==> src/rtl/dsp_pkg.sv <==
`timescale 1ns/1ps
package dsp_pkg;
  typedef struct packed {
    logic sq;
    logic mem;
  } dent_t;

  typedef enum logic [2:0] {
    DS_IDLE = 3'd0,
    DS_RUN  = 3'd1,
    DS_BLK  = 3'd2,
    DS_UNB  = 3'd3,
    DS_SQ   = 3'd4
  } dstate_e;
endpackage

==> src/rtl/dsp_skid.sv <==
`timescale 1ns/1ps
module dsp_skid
  import dsp_pkg::*;
#(
  parameter int DEPTH  = 16,
  parameter int GRP_W  = 4,
  parameter int DISP_W = 3,
  localparam int AW  = $clog2(DEPTH),
  localparam int CW  = $clog2(DEPTH + 1),
  localparam int LGW = $clog2(GRP_W + 1),
  localparam int UW  = $clog2(DISP_W + 1)
) (
  input  logic           clk_i,
  input  logic           rst_ni,
  input  logic           flush_i,
  input  logic [UW-1:0]  pop_n_i,
  input  logic [LGW-1:0] push_lo_i,
  input  logic [LGW-1:0] push_hi_i,
  input  dent_t          push_d_i [GRP_W],
  output dent_t          head_o   [DISP_W],
  output logic [CW-1:0]  cnt_o
);
  logic [AW-1:0] rd_q, wr_q;
  logic [CW-1:0] cnt_q, keep, room, req, acc;
  dent_t         mem_q [2**AW];

  assign keep = cnt_q - CW'(pop_n_i);
  assign room = CW'(DEPTH) - keep;
  assign req  = (push_hi_i > push_lo_i) ? CW'(push_hi_i - push_lo_i) : '0;
  assign acc  = (req > room) ? room : req;

  always_ff @(posedge clk_i) begin
    for (int i = 0; i < GRP_W; i++) begin
      if (!flush_i && LGW'(i) >= push_lo_i && LGW'(i) < push_hi_i &&
          CW'(i - int'(push_lo_i)) < acc)
        mem_q[wr_q + AW'(i - int'(push_lo_i))] <= push_d_i[i];
    end
  end

  always_ff @(posedge clk_i or negedge rst_ni) begin
    if (!rst_ni) begin
      rd_q  <= '0;
      wr_q  <= '0;
      cnt_q <= '0;
    end else if (flush_i) begin
      rd_q  <= '0;
      wr_q  <= '0;
      cnt_q <= '0;
    end else begin
      rd_q  <= rd_q + AW'(pop_n_i);
      wr_q  <= wr_q + AW'(acc);
      cnt_q <= keep + acc;
    end
  end

  for (genvar g = 0; g < DISP_W; g++) begin : g_head
    assign head_o[g] = mem_q[rd_q + AW'(g)];
  end

  assign cnt_o = cnt_q;


  skid_ovf_chk: assert property (@(posedge clk_i) disable iff (!rst_ni)
    !flush_i |-> (req <= room));


  skid_undf_chk: assert property (@(posedge clk_i) disable iff (!rst_ni)
    !flush_i |-> (CW'(pop_n_i) <= cnt_q));
endmodule

==> src/rtl/dsp_pick.sv <==
`timescale 1ns/1ps
module dsp_pick
  import dsp_pkg::*;
#(
  parameter int DISP_W = 3,
  parameter int FREE_W = 4,
  parameter int AVW    = 5,
  localparam int UW = $clog2(DISP_W + 1)
) (
  input  dent_t             ent_i [DISP_W],
  input  logic [AVW-1:0]    avail_i,
  input  logic [FREE_W-1:0] iq_free_i,
  input  logic [FREE_W-1:0] lsq_free_i,
  output logic [UW-1:0]     used_o,
  output logic [UW-1:0]     lsq_o,
  output logic [UW-1:0]     iq_o
);
  logic [FREE_W-1:0] iq_left, lq_left;
  logic              halt;

  // in-order walk; a squashed lane never needs a slot
  always_comb begin
    iq_left = iq_free_i;
    lq_left = lsq_free_i;
    halt    = 1'b0;
    used_o  = '0;
    lsq_o   = '0;
    iq_o    = '0;
    for (int i = 0; i < DISP_W; i++) begin
      if (!halt && AVW'(i) < avail_i) begin
        if (ent_i[i].sq) begin
          used_o = used_o + UW'(1);
          lsq_o  = lsq_o + UW'(ent_i[i].mem);
        end else if (iq_left == '0 || (ent_i[i].mem && lq_left == '0)) begin
          halt = 1'b1;
        end else begin
          used_o  = used_o + UW'(1);
          iq_o    = iq_o + UW'(1);
          lsq_o   = lsq_o + UW'(ent_i[i].mem);
          iq_left = iq_left - FREE_W'(1);
          lq_left = lq_left - FREE_W'(ent_i[i].mem);
        end
      end
    end
  end
endmodule

==> src/rtl/dispatch_skid_ctrl.sv <==
`timescale 1ns/1ps
module dispatch_skid_ctrl
  import dsp_pkg::*;
#(
  parameter int GRP_W   = 4,
  parameter int DISP_W  = 3,
  parameter int LAT     = 1,
  parameter int ISSUE_W = 4,
  parameter int FREE_W  = 4,
  localparam int DEPTH = 3 * LAT * GRP_W + ISSUE_W,
  localparam int CW    = $clog2(DEPTH + 1),
  localparam int LGW   = $clog2(GRP_W + 1),
  localparam int UW    = $clog2(DISP_W + 1)
) (
  input  logic              clk_i,
  input  logic              rst_ni,
  input  logic [LGW-1:0]    grp_n_i,
  input  logic [GRP_W-1:0]  grp_sq_i,
  input  logic [GRP_W-1:0]  grp_mem_i,
  input  logic [FREE_W-1:0] iq_free_i,
  input  logic [FREE_W-1:0] lsq_free_i,
  input  logic              lsq_stall_i,
  input  logic              cmt_stall_set_i,
  input  logic              cmt_stall_clr_i,
  input  logic              cmt_squash_i,
  output logic              blk_o,
  output logic              unblk_o,
  output logic [UW-1:0]     disp_n_o,
  output logic [UW-1:0]     lsq_n_o,
  output logic [UW-1:0]     iq_n_o,
  output logic [2:0]        state_o
);
  dstate_e        state_q, s_mid, s_n;
  logic           st_q, st_n, stall, rel_unblk, from_skid;
  logic           blk_q, unblk_q, blk_d, unblk_d, flush;
  logic [UW-1:0]  nd_q, nl_q, ni_q, nd, nl, ni;
  logic [UW-1:0]  used, p_lsq, p_iq, pop_n;
  logic [LGW-1:0] push_lo, push_hi;
  logic [CW-1:0]  skid_cnt, avail, grp_x;
  dent_t          din  [GRP_W];
  dent_t          head [DISP_W];
  dent_t          src  [DISP_W];

  for (genvar g = 0; g < GRP_W; g++) begin : g_din
    assign din[g] = dent_t'({grp_sq_i[g], grp_mem_i[g]});
  end

  assign grp_x = CW'(grp_n_i);

  // commit stall flag: clear wins over set
  assign st_n  = cmt_stall_clr_i ? 1'b0 : (cmt_stall_set_i ? 1'b1 : st_q);
  assign stall = st_n || (iq_free_i == '0) || (lsq_free_i == '0) || lsq_stall_i;

  // state seen by dispatch when no squash or stall is present
  always_comb begin
    s_mid     = state_q;
    rel_unblk = 1'b0;
    if (state_q == DS_BLK) begin
      s_mid = DS_UNB;
      if (skid_cnt == '0) begin
        s_mid     = DS_RUN;
        rel_unblk = 1'b1;
      end
    end else if (state_q == DS_SQ) begin
      s_mid = DS_RUN;
    end
  end

  assign from_skid = (s_mid == DS_UNB);
  assign avail     = from_skid ? skid_cnt : grp_x;

  for (genvar g = 0; g < DISP_W; g++) begin : g_src
    if (g < GRP_W) begin : g_in
      assign src[g] = from_skid ? head[g] : din[g];
    end else begin : g_sk
      assign src[g] = from_skid ? head[g] : dent_t'('0);
    end
  end

  dsp_pick #(
    .DISP_W(DISP_W), .FREE_W(FREE_W), .AVW(CW)
  ) u_pick (
    .ent_i     (src),
    .avail_i   (avail),
    .iq_free_i (iq_free_i),
    .lsq_free_i(lsq_free_i),
    .used_o    (used),
    .lsq_o     (p_lsq),
    .iq_o      (p_iq)
  );

  always_comb begin
    blk_d   = 1'b0;
    unblk_d = 1'b0;
    flush   = 1'b0;
    pop_n   = '0;
    push_lo = '0;
    push_hi = '0;
    nd      = '0;
    nl      = '0;
    ni      = '0;
    s_n     = state_q;
    if (cmt_squash_i) begin
      flush   = 1'b1;
      unblk_d = (state_q == DS_BLK) || (state_q == DS_UNB);
      s_n     = DS_SQ;
    end else if (stall) begin
      blk_d   = !((state_q == DS_BLK) || (state_q == DS_UNB));
      push_hi = grp_n_i;
      s_n     = DS_BLK;
    end else begin
      s_n     = s_mid;
      unblk_d = rel_unblk;
      nd      = used;
      nl      = p_lsq;
      ni      = p_iq;
      if (s_mid == DS_UNB) begin
        pop_n   = used;
        push_hi = grp_n_i;
        if (skid_cnt > CW'(used)) begin
          s_n     = DS_BLK;
          unblk_d = 1'b0;
        end else if (grp_n_i == '0) begin
          s_n     = DS_RUN;
          unblk_d = 1'b1;
        end
      end else if (grp_x > CW'(used)) begin
        blk_d   = 1'b1;
        unblk_d = 1'b0;
        push_lo = LGW'(used);
        push_hi = grp_n_i;
        s_n     = DS_BLK;
      end else if (s_mid == DS_IDLE && used != '0) begin
        s_n = DS_RUN;
      end
    end
  end

  dsp_skid #(
    .DEPTH(DEPTH), .GRP_W(GRP_W), .DISP_W(DISP_W)
  ) u_skid (
    .clk_i    (clk_i),
    .rst_ni   (rst_ni),
    .flush_i  (flush),
    .pop_n_i  (pop_n),
    .push_lo_i(push_lo),
    .push_hi_i(push_hi),
    .push_d_i (din),
    .head_o   (head),
    .cnt_o    (skid_cnt)
  );

  always_ff @(posedge clk_i or negedge rst_ni) begin
    if (!rst_ni) begin
      state_q <= DS_IDLE;
      st_q    <= 1'b0;
      blk_q   <= 1'b0;
      unblk_q <= 1'b0;
      nd_q    <= '0;
      nl_q    <= '0;
      ni_q    <= '0;
    end else begin
      state_q <= s_n;
      st_q    <= st_n;
      blk_q   <= blk_d;
      unblk_q <= unblk_d;
      nd_q    <= nd;
      nl_q    <= nl;
      ni_q    <= ni;
    end
  end

  assign blk_o    = blk_q;
  assign unblk_o  = unblk_q;
  assign disp_n_o = nd_q;
  assign lsq_n_o  = nl_q;
  assign iq_n_o   = ni_q;
  assign state_o  = state_q;


  blk_once_chk: assert property (@(posedge clk_i) disable iff (!rst_ni)
    blk_q |-> ($past(state_q) != DS_BLK && $past(state_q) != DS_UNB));


  sq_flush_chk: assert property (@(posedge clk_i) disable iff (!rst_ni)
    cmt_squash_i |=> (state_q == DS_SQ && skid_cnt == '0 && nd_q == '0));


  unb_hold_chk: assert property (@(posedge clk_i) disable iff (!rst_ni)
    (state_q == DS_UNB) |-> (skid_cnt != '0));


  unblk_state_chk: assert property (@(posedge clk_i) disable iff (!rst_ni)
    unblk_q |-> (state_q == DS_RUN || state_q == DS_SQ));


  blk_excl_chk: assert property (@(posedge clk_i) disable iff (!rst_ni)
    blk_q |-> (!unblk_q && state_q == DS_BLK));
endmodule

==> config.mk <==
export PLATFORM = sky130hd
export DESIGN_NAME = dispatch_skid_ctrl
export DESIGN_NICKNAME = d
export VERILOG_FILES = /design/src/rtl/dsp_pkg.sv /design/src/rtl/dsp_skid.sv /design/src/rtl/dsp_pick.sv /design/src/rtl/dispatch_skid_ctrl.sv
export SDC_FILE = /design/constraint.sdc
export NUM_CORES = 1
export LEC_CHECK = 0
export BUFFER_PORTS_ARGS = -buffer_cell sky130_fd_sc_hd__buf_2
export CORE_MARGIN = 2
export CORE_UTILIZATION = 50
export DETAILED_ROUTE_END_ITERATION = 10
export PLACE_DENSITY = 0.63
export SLEW_MARGIN = 20
export SYNTH_ARGS = -nofsm -noshare
export SYNTH_HDL_FRONTEND = slang
export SYNTH_SLANG_ARGS = --single-unit
==> constraint.sdc <==
create_clock -name clk_i -period 13.5 [get_ports clk_i]
set_input_delay 4.05 -clock clk_i [delete_from_list [all_inputs] [get_ports clk_i]]
set_output_delay 4.05 -clock clk_i [all_outputs]
set_load 0.02 [all_outputs]
==> flow_metrics.env, run 1 <==
export IMPL_die_area_um2=15830
export IMPL_max_clock_path_buffers=2
export IMPL_yosysTopAreaCell="edfxtp_1"
export IMPL_rr_endpoint="u_skid.mem_q[3][1]"
export IMPL_min_path_cells=2
export IMPL_power_per_cell_area_nw_per_um2=196.0
export IMPL_ys_seq_area_share_pct=21.38
export IMPL_crit_top_cell="ha_1"
export IMPL_whs_endpoint="st_q"
export IMPL_hp_class="flip-flop to flip-flop"
export IMPL_vdd_drop_max_mv=0.1349
export IMPL_cp_start_kind="primary input"
export IMPL_num_vias=7145
export IMPL_ys_async_sr_fraction_pct=43.86
export IMPL_min_period_ns=13.03
export IMPL_cp_num_buf_inv=4
export IMPL_die_w_um=125.8
export IMPL_syn_instance_count=814
export IMPL_skew_ns=0.008392
export IMPL_firstDrtPassIters=5
export IMPL_seq_area_um2=1587
export IMPL_grt_pass1_vias=7082
export IMPL_track_usage_pct=31.73
export IMPL_maxSlewViolCount=0
export IMPL_maxSlewHeadroom_pct=30.95
export IMPL_cp_slowest_stage_delay_ns=0.43
export IMPL_hold_buffers=0
export IMPL_final_core_util_pct=59.95
export IMPL_finalHoldViolCount=0
export IMPL_wirelength_mm=24.84
export IMPL_synth_top_flop_cell="edfxtp_1"
export IMPL_synth_edf_count=32
export IMPL_dpl_hpwl_mm=19.39
export IMPL_start_util_pct=51.07
export IMPL_drc=0
export IMPL_synth_top_area_share_pct=12.95
export IMPL_hold_start="st_q"
export IMPL_fmax_mhz=76.75
export IMPL_fill_cells=1307
export IMPL_tightest_slew_ns=1.010
export IMPL_drive_above_1_share_pct=25.22
export IMPL_h_tree_depth=3
export IMPL_drv_cap=0
export IMPL_synth_seq_cells=57
export IMPL_antenna_cells=0
export IMPL_synth_most_common_cell="ha_1"
export IMPL_critPathTopFamily="compound AO/OA/AOI/OAI gates"
export IMPL_rows=44
export IMPL_cts_tree="done"
export IMPL_reg2reg_from="u_skid.cnt_o[2]"
export IMPL_core_um2=14530
export IMPL_crit_slowest_cell="fa_2"
export IMPL_ys_types=95
export IMPL_drt_iter0_markers=571
export IMPL_routedWlPerCell_um=22.91
export IMPL_vias_per_cell=6.591
export IMPL_grt_max_degree=30
export IMPL_place_area_um2=8182
export IMPL_worstSetupPathType="primary input to flip-flop"
export IMPL_root_buffer="clkbuf_16"
export IMPL_clk_latency_ns=0.34
export IMPL_finalSetupViolations=0
export IMPL_multi_input_area_um2=5635
export IMPL_arrival_ns=13.11
export IMPL_area_growth_pct=17.40
export IMPL_reg2reg_slack_ns=2.68
export IMPL_syn_nets=908
export IMPL_num_nets_final=989
export IMPL_cts_buffers=9
export IMPL_ys_warn_count=0
export IMPL_ioPinCount=36
export IMPL_final_min_period_over_clock_period_pct=96.51
export IMPL_worstPathRequired_ns=13.58
export IMPL_syn_area_um2=7422
export IMPL_chipHeight_um=125.8
export IMPL_ys_top_cells_by_area="edfxtp_1, ha_1, dfrtp_1, mux4_2, mux2i_1"
export IMPL_leakagePower_nw=3.571
export IMPL_syn_avg_cell_area_um2=9.118
export IMPL_cp_end_kind="flip-flop"
export IMPL_gr_total_overflow=0
export IMPL_clk_pin_slew_worst_paths_ns=0.06
export IMPL_grt_pass1_wl_mm=39.35
export IMPL_antenna_left=0
export IMPL_antenna_found_initial=0
export IMPL_critical_path_max_fanout=7
export IMPL_synth_common_cells="ha_1, nor2_1, inv_1"
export IMPL_io_buffers=35
export IMPL_reg2reg_depth=52
export IMPL_gp_congestion=0.9548
export IMPL_fin_area_um2=8713
export IMPL_clkSinkCount=57
export IMPL_outcome="complete, no violations"
[power by group]
part           total [mW]  internal [mW]  switching, mW
sequential          0.273          0.233         0.0394
clock               0.277          0.182         0.0943
combinational        1.16          0.466          0.692
total                1.71          0.882          0.826
[logic make-up after synthesis]
family / after synthesis / synth area share, %
muxes: 75 / 14.36
buffers and inverters: 87 / 4.855
DFF: 57 / 21.38
xor gates and xnor gates: 43 / 5.074
adders and majority gates: 69 / 12.54
and+or+nand+nor: 281 / 20.94
AOI/OAI and AO/OA: 202 / 20.85
[layout by cell type (no fill, tap or decap), drive strengths merged, types with 13 or more instances in the layout]
cell type	instances
a221oi	16
dfrtp	25
mux2i	33
edfxtp	32
o21a	13
ha	60
mux4	23
mux2	19
o21ai	24
nand3	25
xnor2	22
nor2	58
a21oi	46
xor2	21
inv	50
nor2b	16
buf	109
nand2	47
nor3	43
[worst max-delay path by stage]
stage	endpoint	from	slack, ns	cells past startpoint
2_1_floorplan	u_skid.mem_q[14][1]	iq_free_i[0]	0.01	51
5_1_grt	u_skid.mem_q[3][1]	iq_free_i[0]	-0.009	53
6_report	u_skid.mem_q[3][1]	lsq_free_i[0]	0.47	48
3_3_place_gp	u_skid.mem_q[7][1]	lsq_free_i[1]	-0.01	48
4_1_cts	u_skid.mem_q[3][1]	lsq_free_i[1]	0.06	47
3_5_place_dp	u_skid.mem_q[3][1]	lsq_free_i[1]	-0.22	47
[sequential cells by signal (all words and copies together), names as in the netlist]
signal / cells
iq_n_o: 2
u_skid.mem_q: 32
lsq_n_o: 2
state_o: 3
unblk_o: 1
u_skid.wr_q: 4
blk_o: 1
disp_n_o: 2
u_skid.rd_q: 4
u_skid.cnt_o: 5
st_q: 1
[layout make-up]
cell class	count	share of cell area, %
multi-input combinational	670	64.68
sequential	57	18.21
timing repair buffer	109	8.386
tap	184	2.642
clock buffer	9	2.585
inverter	48	2.068
clock inverter	7	1.436
[tightest hold or removal path, cell delays in order, from the launching register on]
cell,delay [ns]
dfrtp_1,0.36
nor2_1,0.08
nor2_1,0.06
[routing by layer]
metal	part of all wire, %	track usage [%]	vias to the layer above
met5	0	0	-
met4	3.5	11.12	0
met3	8.4	9.473	60
met2	44	48.59	281
met1	44	42.91	3505
li1	-	-	3299
[repair_timing]
| item | CTS | global route |
|---|---|---|
| setup endpoints to repair | 0 | 64 |
| buffers inserted | 0 | 5 |
| gates resized for setup | 0 | 30 |
[through the flow]
stage / power [mW] / hold slack (ns) / std cells / setup TNS [ns] / setup slack, ns
finish: 1.708 / 0.5524 / 1084 / 0 / 0.4706
global route: 1.834 / 0.5797 / 1084 / -0.01292 / -0.008558
CTS: 1.668 / 0.5474 / 1079 / 0 / 0.06351
detailed placement: 1.383 / 0.5378 / 1063 / -4.276 / -0.2222
global placement: 1.347 / 0.5296 / 1063 / -0.01490 / -0.01490
floorplan: 1.017 / 0.5007 / 814 / 0 / 0.01445
(Power assumes the default switching activity.)
==> run 2: changes to the inputs <==
--- a/config.mk
+++ b/config.mk
@@ -9,5 +9,5 @@
 export CORE_MARGIN = 2
-export CORE_UTILIZATION = 50
+export CORE_UTILIZATION = 40
 export DETAILED_ROUTE_END_ITERATION = 10
-export PLACE_DENSITY = 0.63
+export PLACE_DENSITY = 0.52
 export SLEW_MARGIN = 20
==> constraint.sdc (replaced) <==
create_clock -name clk_i -period 13.5 [get_ports clk_i]
set_input_delay 2.7 -clock clk_i [delete_from_list [all_inputs] [get_ports clk_i]]
set_output_delay 2.7 -clock clk_i [all_outputs]
set_load 0.02 [all_outputs]
==> run 2 against run 1 <==
Compared with the run above:
- highest routed layer unchanged
- combinational power is 8% lower
- critical path depth rose by 3
- final cell count is 0.46% lower
- die area rose by 24%
- core utilization decreased by 14 points
- largest cell class unchanged
- hold slack improved by 0.0020 ns
- final area decreased by 5.3%
==> flow_metrics.env, run 2 (synthesized netlist as in run 1, its figures left out) <==
export IMPL_outcome="complete, no violations"
export IMPL_fmax_mhz=78.15
export IMPL_top_layer="met4"
export IMPL_fin_cells=1079
export IMPL_reg2reg_depth=49
export IMPL_gp_congestion=0.9775
export IMPL_die_w_um=140.2
export IMPL_dpl_hpwl_mm=19.16
export IMPL_rows=49
export IMPL_maxSlewHeadroom_pct=33.68
export IMPL_die_area_um2=19660
export IMPL_num_vias=6961
export IMPL_rsz0062_at_grt="no"
export IMPL_critPathTopFamily="compound AO/OA/AOI/OAI gates"
export IMPL_maxSlewViolCount=0
export IMPL_reg2reg_from="u_skid.rd_q[0]"
export IMPL_chipHeight_um=140.2
export IMPL_final_cell_mix="ha_1, nor2_1, inv_1, a21oi_1, nand2_1"
export IMPL_reg2reg_slack_ns=1.44
export IMPL_drt_iter0_markers=650
export IMPL_grt_pass1_vias=6747
export IMPL_vias_per_cell=6.451
export IMPL_antenna_found_initial=0
export IMPL_grt_pass1_wl_mm=38.36
export IMPL_dp_worst_setup_slack_ns=-0.04866
export IMPL_drc=0
export IMPL_ioPinCount=36
export IMPL_skew_ns=0.01406
export IMPL_start_util_pct=41.04
export IMPL_antenna_cells=0
export IMPL_root_buffer="clkbuf_16"
export IMPL_arrival_ns=12.89
export IMPL_finalHoldViolCount=0
export IMPL_final_min_period_over_clock_period_pct=94.78
export IMPL_track_usage_pct=24.92
export IMPL_hold_buffers=0
export IMPL_final_core_util_pct=45.65
export IMPL_num_nets_final=939
export IMPL_worstSetupPathType="primary input to flip-flop"
export IMPL_crit_slowest_cell="a2111oi_0"
export IMPL_h_tree_depth=3
export IMPL_wl_met3_mm=1.849
export IMPL_min_period_ns=12.80
export IMPL_finalSetupViolations=0
export IMPL_leakagePower_nw=3.301
export IMPL_tns_ns=0
export IMPL_cp_end_kind="flip-flop"
export IMPL_io_buffers=35
export IMPL_routedWlPerCell_um=22.64
export IMPL_cts_buffers=9
export IMPL_tightest_slew_ns=0.9938
export IMPL_hp_class="flip-flop to flip-flop"
export IMPL_critical_path_max_fanout=14
export IMPL_min_path_cells=2
export IMPL_max_clock_path_buffers=2
export IMPL_wirelength_mm=24.43
export IMPL_rr_endpoint="u_skid.mem_q[3][1]"
export IMPL_grt_max_degree=26
export IMPL_dp_cells=1060
export IMPL_clkSinkCount=57
export IMPL_final_common_cell="ha_1"
export IMPL_worstPathRequired_ns=13.60
export IMPL_crit_top_cell="ha_1"
export IMPL_area_growth_pct=11.23
export IMPL_vdd_drop_max_mv=0.1097
export IMPL_cp_startpoint="iq_free_i[0]"
export IMPL_largest_register="u_skid.mem_q"
export IMPL_fill_cells=1720
export IMPL_m1WireLength_mm=10.99
export IMPL_core_um2=18090
export IMPL_worst_slack_ns=0.7046
export IMPL_cp_slowest_stage_delay_ns=0.52
export IMPL_clk_pin_slew_worst_paths_ns=0.07
export IMPL_power_per_cell_area_nw_per_um2=193.9
export IMPL_cp_num_buf_inv=5
export IMPL_cp_start_kind="primary input"
export IMPL_cts_tree="done"
export IMPL_wl_met2_mm=11.06
export IMPL_path_depth=51
export IMPL_clk_latency_ns=0.35
export IMPL_drive_above_1_share_pct=18.12
export IMPL_gr_total_overflow=0
export IMPL_drv_cap=0
export IMPL_crit_end="u_skid.mem_q[3][1]"
export IMPL_antenna_left=0
export IMPL_total_power_mw=1.601
export IMPL_firstDrtPassIters=5
export IMPL_largest_reg_flops=32
-- run 2: cell count changes in the layout (fill, tap and decap cells not counted), moves of 2 or more --
cell | previous run | this run
a2111oi_0 | 2 | 4
a221oi_1 | 10 | 15
a221oi_2 | 6 | 1
buf_4 | 74 | 24
ha_1 | 57 | 60
ha_2 | 3 | 0
nand3_1 | 22 | 24
nand3_2 | 3 | 1
nor2_1 | 55 | 57
nor2_2 | 2 | 0
nor3_1 | 31 | 33
nor3_2 | 9 | 7
-- run 2: final cells by class --
cell class | count | area (um2) | area share (%)
clock buffers | 9 | 225.2 | 2.728
repair buffers | 59 | 355.3 | 4.304
clock inverters | 7 | 102.6 | 1.243
multi-input cells | 670 | 5519 | 66.85
well taps | 229 | 286.5 | 3.471
flip-flops and latches | 57 | 1587 | 19.22
inverters | 48 | 180.2 | 2.182
-- run 2: worst min-delay path by stage --
stage / startpoint / to / slack (ns)
after detailed placement: st_q / st_q / 0.54
after global placement: st_q / st_q / 0.54
after global routing: st_q / st_q / 0.58
final: st_q / st_q / 0.55
after CTS: st_q / st_q / 0.55
after floorplan: st_q / st_q / 0.50
-- run 2: where the power goes --
group	internal [mW]	leakage (nW)	switching (mW)
Clock	0.163	0.156	0.0929
Sequential	0.233	0.623	0.0373
Combinational	0.400	2.52	0.675
Total	0.796	3.30	0.805
-- run 2: metrics by stage --
step,hold slack [ns],instance area (um2)
global route,0.5825,8255
finish,0.5544,8255
detailed placement,0.5382,7861
CTS,0.5514,8189
floorplan,0.5007,7422
global placement,0.5411,7861
-- run 2: repair_timing --
item,4_1_cts,5_1_grt
endpoints found under the setup margin,0,64
setup buffers,0,3
resized for setup,0,7
-- run 2: routing by layer --
layer	global-route usage (%)	up-vias
li1	-	3193
met2	39.96	340
met3	5.299	40
met1	34.19	3388
met4	6.752	0
met5	0	-
-- run 2: worst min-delay path, stage by stage, from the launching register on --
cell     delay, ns
dfrtp_1       0.37
nor2_1        0.08
nor2_1        0.06
==> run 3: changes to the inputs <==
CTS_CLUSTER_DIAMETER = 120   (was unset)
REMOVE_ABC_BUFFERS = 1   (was unset)
==> run 3 against run 2 <==
Compared with the run above:
- clock-buffer cell count stayed put
- non-clock buffer count is 6 higher
- register-to-register slack worse by 0.06 ns
- flip-flop and latch count stayed put
- worst setup slack better by 0.0055 ns
- via count is 0.43% higher
- power is 2.3% lower
- core utilization is 0.090 points lower
- critical endpoint is now u_skid.mem_q[8][1]
- final cell count is 0.56% higher
- fmax hardly changed
- critical path type unchanged
- combinational power hardly changed
- sequential share of layout area hardly changed
==> flow_metrics.env, run 3 (synthesized netlist as in run 1, its figures left out) <==
export IMPL_tns_ns=0
export IMPL_area_growth_pct=11.01
export IMPL_worstSetupPathType="primary input to flip-flop"
export IMPL_reg2reg_from="u_skid.rd_q[0]"
export IMPL_start_util_pct=41.04
export IMPL_finalHoldViolCount=0
export IMPL_root_buffer="clkbuf_16"
export IMPL_maxSlewHeadroom_pct=31.93
export IMPL_crit_top_cell="ha_1"
export IMPL_drc=0
export IMPL_tightest_slew_ns=1.012
export IMPL_clk_pin_slew_worst_paths_ns=0.06
export IMPL_firstDrtPassIters=5
export IMPL_fmax_mhz=78.19
export IMPL_reg2reg_slack_ns=1.38
export IMPL_antenna_left=0
export IMPL_critPathTopFamily="compound AO/OA/AOI/OAI gates"
export IMPL_dp_cells=1065
export IMPL_cts_tree="done"
export IMPL_final_cell_mix="ha_1, nor2_1, inv_1, nand2_1, a21oi_1"
export IMPL_clk_latency_ns=0.34
export IMPL_drive_above_1_share_pct=18.69
export IMPL_rr_endpoint="u_skid.mem_q[8][1]"
export IMPL_min_path_cells=2
export IMPL_routedWlPerCell_um=23.54
export IMPL_leakagePower_nw=3.308
export IMPL_core_um2=18090
export IMPL_track_usage_pct=26.47
export IMPL_place_area_um2=7906
export IMPL_hold_start="st_q"
export IMPL_largest_register="u_skid.mem_q"
export IMPL_grtUsageMet3_pct=5.846
export IMPL_gp_congestion=0.9942
export IMPL_ioPinCount=36
export IMPL_vias_per_cell=6.443
export IMPL_drt_iter0_markers=626
export IMPL_gr_usage_met1_pct=36.36
export IMPL_final_common_cell="ha_1"
export IMPL_num_nets_final=945
export IMPL_finalSetupViolations=0
export IMPL_min_period_ns=12.79
export IMPL_grt_max_degree=26
export IMPL_worstPathRequired_ns=13.57
export IMPL_rows=49
export IMPL_gr_total_overflow=0
export IMPL_max_clock_path_buffers=2
export IMPL_drv_cap=0
export IMPL_critical_path_max_fanout=11
export IMPL_arrival_ns=12.86
export IMPL_final_min_period_over_clock_period_pct=94.74
export IMPL_fin_cells=1085
export IMPL_antenna_found_initial=0
export IMPL_wirelength_mm=25.54
export IMPL_crit_slowest_cell="a2111oi_1"
export IMPL_power_per_cell_area_nw_per_um2=189.8
export IMPL_cp_slowest_stage_delay_ns=0.52
export IMPL_clkSinkCount=57
export IMPL_vdd_drop_max_mv=0.08600
export IMPL_outcome="complete, no violations"
export IMPL_grt_pass1_vias=6879
export IMPL_hold_buffers=0
export IMPL_top_usage_layer="met2"
export IMPL_use_met2_pct=41.36
export IMPL_largest_reg_flops=32
export IMPL_h_tree_depth=3
export IMPL_skew_ns=0.01272
export IMPL_cp_num_buf_inv=5
export IMPL_fill_cells=1734
export IMPL_whs_endpoint="st_q"
export IMPL_rsz0062_at_grt="no"
export IMPL_num_vias=6991
export IMPL_final_core_util_pct=45.56
export IMPL_io_buffers=35
export IMPL_hp_class="flip-flop to flip-flop"
export IMPL_cp_start_kind="primary input"
export IMPL_die_area_um2=19660
export IMPL_chipHeight_um=140.2
export IMPL_cp_end_kind="flip-flop"
export IMPL_die_w_um=140.2
export IMPL_maxSlewViolCount=0
export IMPL_reg2reg_depth=49
export IMPL_dpl_hpwl_mm=19.99
export IMPL_cts_buffers=9
export IMPL_fin_area_um2=8239
export IMPL_grt_pass1_wl_mm=40.38
export IMPL_antenna_cells=0
-- run 3: changes by cell type in the layout (fill, tap and decap cells not counted), moves of 2 or more --
cell | previous run | this run
buf_4 | 24 | 30
a2111oi_0 | 4 | 2
a2111oi_1 | 0 | 2
bufinv_16 | 2 | 0
clkinv_2 | 0 | 2
clkinv_4 | 3 | 1
-- run 3: repair_timing --
action / CTS / global route
resized for setup: 0 / 7
hold endpoints to repair: 0 / 0
setup buffers: 0 / 4
endpoints found under the setup margin: 0 / 64
-- run 3: worst max path at each step --
stage,start,slack (ns),cells after the start,endpoint
final,iq_free_i[0],0.71,49,u_skid.mem_q[8][1]
after global routing,iq_free_i[0],0.03,51,u_skid.mem_q[15][1]
after CTS,iq_free_i[0],0.24,48,u_skid.mem_q[3][1]
after detailed placement,iq_free_i[0],-0.04,49,u_skid.mem_q[3][1]
after global placement,iq_free_i[0],0.55,49,u_skid.mem_q[3][1]
after floorplan,iq_free_i[0],1.02,50,u_skid.mem_q[3][1]
-- run 3: layout make-up --
| cell class | count | area [um2] | share of cell area, % |
|---|---|---|---|
| clock buffers | 9 | 225.2 | 2.733 |
| clock inverters | 7 | 46.29 | 0.5619 |
| inverters | 48 | 180.2 | 2.187 |
| multi-input cells | 670 | 5514 | 66.92 |
| flip-flops and latches | 57 | 1587 | 19.26 |
| well taps | 229 | 286.5 | 3.478 |
| repair buffers | 65 | 400.4 | 4.860 |
-- run 3: routing by layer --
metal | wire length [um] | vias up
met3 | 1912 | 51
met2 | 11670 | 316
met1 | 11280 | 3408
met5 | 0 | -
li1 | - | 3216
met4 | 679 | 0
-- run 3: worst register-to-register path, delay by kind of cell (launching register included) --
| family | cells | cell delay (ns) |
|---|---|---|
| buffers and inverters | 3 | 0.36 |
| AND/OR/NAND/NOR | 17 | 2.46 |
| adder cells (fa/ha/maj) | 7 | 2.11 |
| flip-flops | 1 | 0.98 |
| XOR/XNOR | 1 | 0.14 |
| multiplexers | 4 | 1.89 |
| AO/OA/AOI/OAI | 17 | 3.93 |
-- run 3: per-stage QoR --
step	power [mW]	setup slack [ns]	hold WS, ns
after detailed placement	1.317	-0.04334	0.5482
final	1.564	0.7101	0.5530
after global placement	1.304	0.5531	0.5500
after global routing	1.685	0.03140	0.6076
after CTS	1.539	0.2421	0.5587
after floorplan	0.9938	1.024	0.5007
-- run 3: report_power, final --
part | switching, mW | internal, mW
logic | 0.670 | 0.406
registers | 0.0397 | 0.233
clock network | 0.0914 | 0.124
